===== config.mk =====
export PLATFORM = sky130hd
export DESIGN_NAME = issue_pick
export DESIGN_NICKNAME = d
export VERILOG_FILES = /design/src/rtl/issue_pkg.sv /design/src/rtl/issue_pick.sv
export SDC_FILE = /design/constraint.sdc
export NUM_CORES = 1
export LEC_CHECK = 0
export CAP_MARGIN = 20
export CORE_AREA = 8 8 45 47
export DETAILED_ROUTE_END_ITERATION = 8
export DIE_AREA = 0 0 53 55
export PLACE_DENSITY = 0.36
export SLEW_MARGIN = 20
export SYNTH_ARGS = -nofsm -noshare
export SYNTH_HDL_FRONTEND = slang
export SYNTH_SLANG_ARGS = --single-unit

===== constraint.sdc =====
create_clock -name vclk -period 0.8
set_input_delay 0.2 -clock vclk [all_inputs]
set_output_delay 0.2 -clock vclk [all_outputs]
set_load 0.01 [all_outputs]

===== src/rtl/issue_pkg.sv =====
package issue_pkg;

  // Number of consecutive ones starting at bit 0, looking at n bits.
  function automatic int unsigned lead_ones(input logic [31:0] v, input int n);
    int unsigned r;
    bit          stop;
    r    = 0;
    stop = 1'b0;
    for (int i = 0; i < 32; i++) begin
      if (i < n && !stop) begin
        if (v[i]) r++;
        else      stop = 1'b1;
      end
    end
    return r;
  endfunction

  // Index of the highest set bit at or below n, zero when none.
  function automatic int unsigned highest_set(input logic [31:0] v, input int n);
    int unsigned r;
    r = 0;
    for (int i = 0; i < 32; i++) begin
      if (i <= n && v[i]) r = i;
    end
    return r;
  endfunction

endpackage


===== src/rtl/issue_pick.sv =====
module issue_pick
  import issue_pkg::*;
#(
  parameter int SLOTS = 4,
  parameter int CNT_W = 3
) (
  input  logic [SLOTS:1]   fit_vec,
  output logic [SLOTS:0]   pick_onehot,
  output logic [CNT_W-1:0] pick_count
);

  assign pick_count = CNT_W'(highest_set(32'({fit_vec, 1'b0}), SLOTS));

  always_comb begin
    pick_onehot = '0;
    pick_onehot[pick_count] = 1'b1;
  end

endmodule


==> flow_metrics.env <==
export IMPL_syn_nets=15
export IMPL_end_kind="primary output"
export IMPL_grt_pass1_vias=138
export IMPL_hold_path_class="primary input to primary output"
export IMPL_start_util_pct=5.244
export IMPL_grt_antenna_before_repair=0
export IMPL_fin_ws_ns=-0.1306
export IMPL_synth_top_area_share_pct=20.69
export IMPL_worst_slew_pin_slew_ns=0.1802
export IMPL_fill_cells=151
export IMPL_synth_compound_gate_area_share_pct=6.897
export IMPL_grt_overflow=0
export IMPL_grt_max_degree=6
export IMPL_peakVddDrop_mv=0.1013
export IMPL_synthMuxAreaShare_pct=0
export IMPL_fp_dieW_um=53
export IMPL_p_leak_nw=0.1153
export IMPL_seqCellArea_um2=0
export IMPL_synth_cell_type_count=9
export IMPL_portBuffers=12
export IMPL_multi_input_area_um2=96.34
export IMPL_total_power_mw=0.1279
export IMPL_syn_area_um2=72.57
export IMPL_drcViolationCount=0
export IMPL_cp_endpoint="pick_onehot[0]"
export IMPL_die_area_um2=2915
export IMPL_cellPowerDensity_nw_per_um2=511.1
export IMPL_vias=120
export IMPL_finalHoldViolations=0
export IMPL_outcome="finished with violations"
export IMPL_drtIter0Drc=0
export IMPL_slew_violations=0
export IMPL_cp_startpoint="fit_vec[3]"
export IMPL_drv_cap=0
export IMPL_relSlewSlack_pct=87.90
export IMPL_nFlopsAndLatches=0
export IMPL_timing_hold_ws_ns=0.6598
export IMPL_rsz0062_at_grt="yes"
export IMPL_synthSimpleGateAreaFrac_pct=72.41
export IMPL_synth_warnings=0
export IMPL_synthAdderAreaFrac_pct=0
export IMPL_synth_xor_area_share_pct=0
export IMPL_cp_max_fo=4
export IMPL_setup_tns_ns=-0.4672
export IMPL_syn_inst=11
export IMPL_nClkBuffers=0
export IMPL_track_usage_pct=2.289
export IMPL_synth_top_family_by_area="simple AND/OR/NAND/NOR gates"
export IMPL_cts_hold_buf=0
export IMPL_drt_wl_total_um=448
export IMPL_fin_crit_ns=0.9306
export IMPL_core_um2=1384
export IMPL_yosysSeqAreaShare_pct=0
export IMPL_setup_viol=6
export IMPL_required_ns=0.60
export IMPL_yosysTopAreaCell="nor4b_2"
export IMPL_num_io_pins=12
export IMPL_syn_avg_cell_area_um2=6.597
export IMPL_grt_pass1_wl_um=558
export IMPL_vias_per_cell=3.077
export IMPL_drive_gt1_share_pct=95.65
export IMPL_drt_pass1_iter_count=1
export IMPL_fin_crit_sh_pct=116.3
export IMPL_crit_arrival_ns=0.73
export IMPL_critPathLaunchType="primary input"
export IMPL_synth_most_common_cell="nor2_1"
export IMPL_wl_per_cell_um=11.49
export IMPL_antenna_cells=0
export IMPL_ant_nets=0
export IMPL_area_delta_synth_final_pct=244.8
export IMPL_rows=14
export IMPL_violations="setup timing"
export IMPL_synth_area_leaders="nor4b_2, nor4_2, nor2_1"
export IMPL_fmax_ghz=1.075
export IMPL_crit_type="primary input to primary output"
export IMPL_die_y_um=55
export IMPL_place_congestion=0.5966
export IMPL_finalNetCount=29
==> timing repair <==
action,in CTS,in global routing
gates resized for setup,63,9
buffers inserted,0,1
pin swaps,4,4
endpoints found under the setup margin,8,6
==> report_power, final <==
group	total, mW	internal (mW)	switching (mW)
Combinational	0.128	0.0718	0.0561
Sequential	0	0	0
Clock	0	0	0
==> metal layers <==
metal,wire length [µm],up-vias,part of all wire (%),GRT usage [%]
li1,-,61,-,-
met1,135,54,30,2.262
met2,257,5,57,4.297
met3,55,0,12,1.337
met4,0,0,0,0
met5,0,-,0,0
==> worst min-delay path by stage <==
| stage | start | to | slack, ns | cells past startpoint |
|---|---|---|---|---|
| 4_1_cts | fit_vec[2] | pick_onehot[0] | 0.66 | 3 |
| 3_5_place_dp | fit_vec[1] | pick_onehot[0] | 1.45 | 3 |
| 3_3_place_gp | fit_vec[1] | pick_onehot[0] | 1.44 | 3 |
| 5_1_grt | fit_vec[4] | pick_onehot[0] | 0.67 | 3 |
| 6_report | fit_vec[4] | pick_onehot[0] | 0.66 | 3 |
| 2_1_floorplan | fit_vec[3] | pick_onehot[0] | 0.43 | 1 |
==> cell usage in the layout, fill, tap and decap left out, drive strengths merged <==
cell / n
buf: 14
nor4: 1
nand2b: 1
a21oi: 1
nor4b: 1
nor3b: 1
nor2: 3
inv: 1
==> kinds of logic (layout without fill, tap and decap cells) <==
group	Yosys count	after routing
buffers and inverters	3	15
AND/OR/NAND/NOR	7	7
AO/OA/AOI/OAI	1	1
==> cell type report <==
cell class	count	area share (%)
inverters	1	2.500
multi-input cells	8	38.50
well taps	16	8.000
repair buffers	14	51.00
==> critical path, cell delays in order <==
cell	delay (ns)
buf_12	0.11
nor4_4	0.25
buf_2	0.17
==> through the flow <==
stage          util, %  cells  instance area, µm²  worst slack (ns)
3_5_place_dp     15.10     38               209.0            -1.005
6_report         18.08     39               250.2           -0.1306
3_3_place_gp     15.10     38               209.0           -0.9787
4_1_cts          15.01     38               207.7           -0.1347
2_1_floorplan        -     11               72.57           0.04843
5_1_grt          18.08     39               250.2           -0.1844
(Power assumes the default switching activity.)
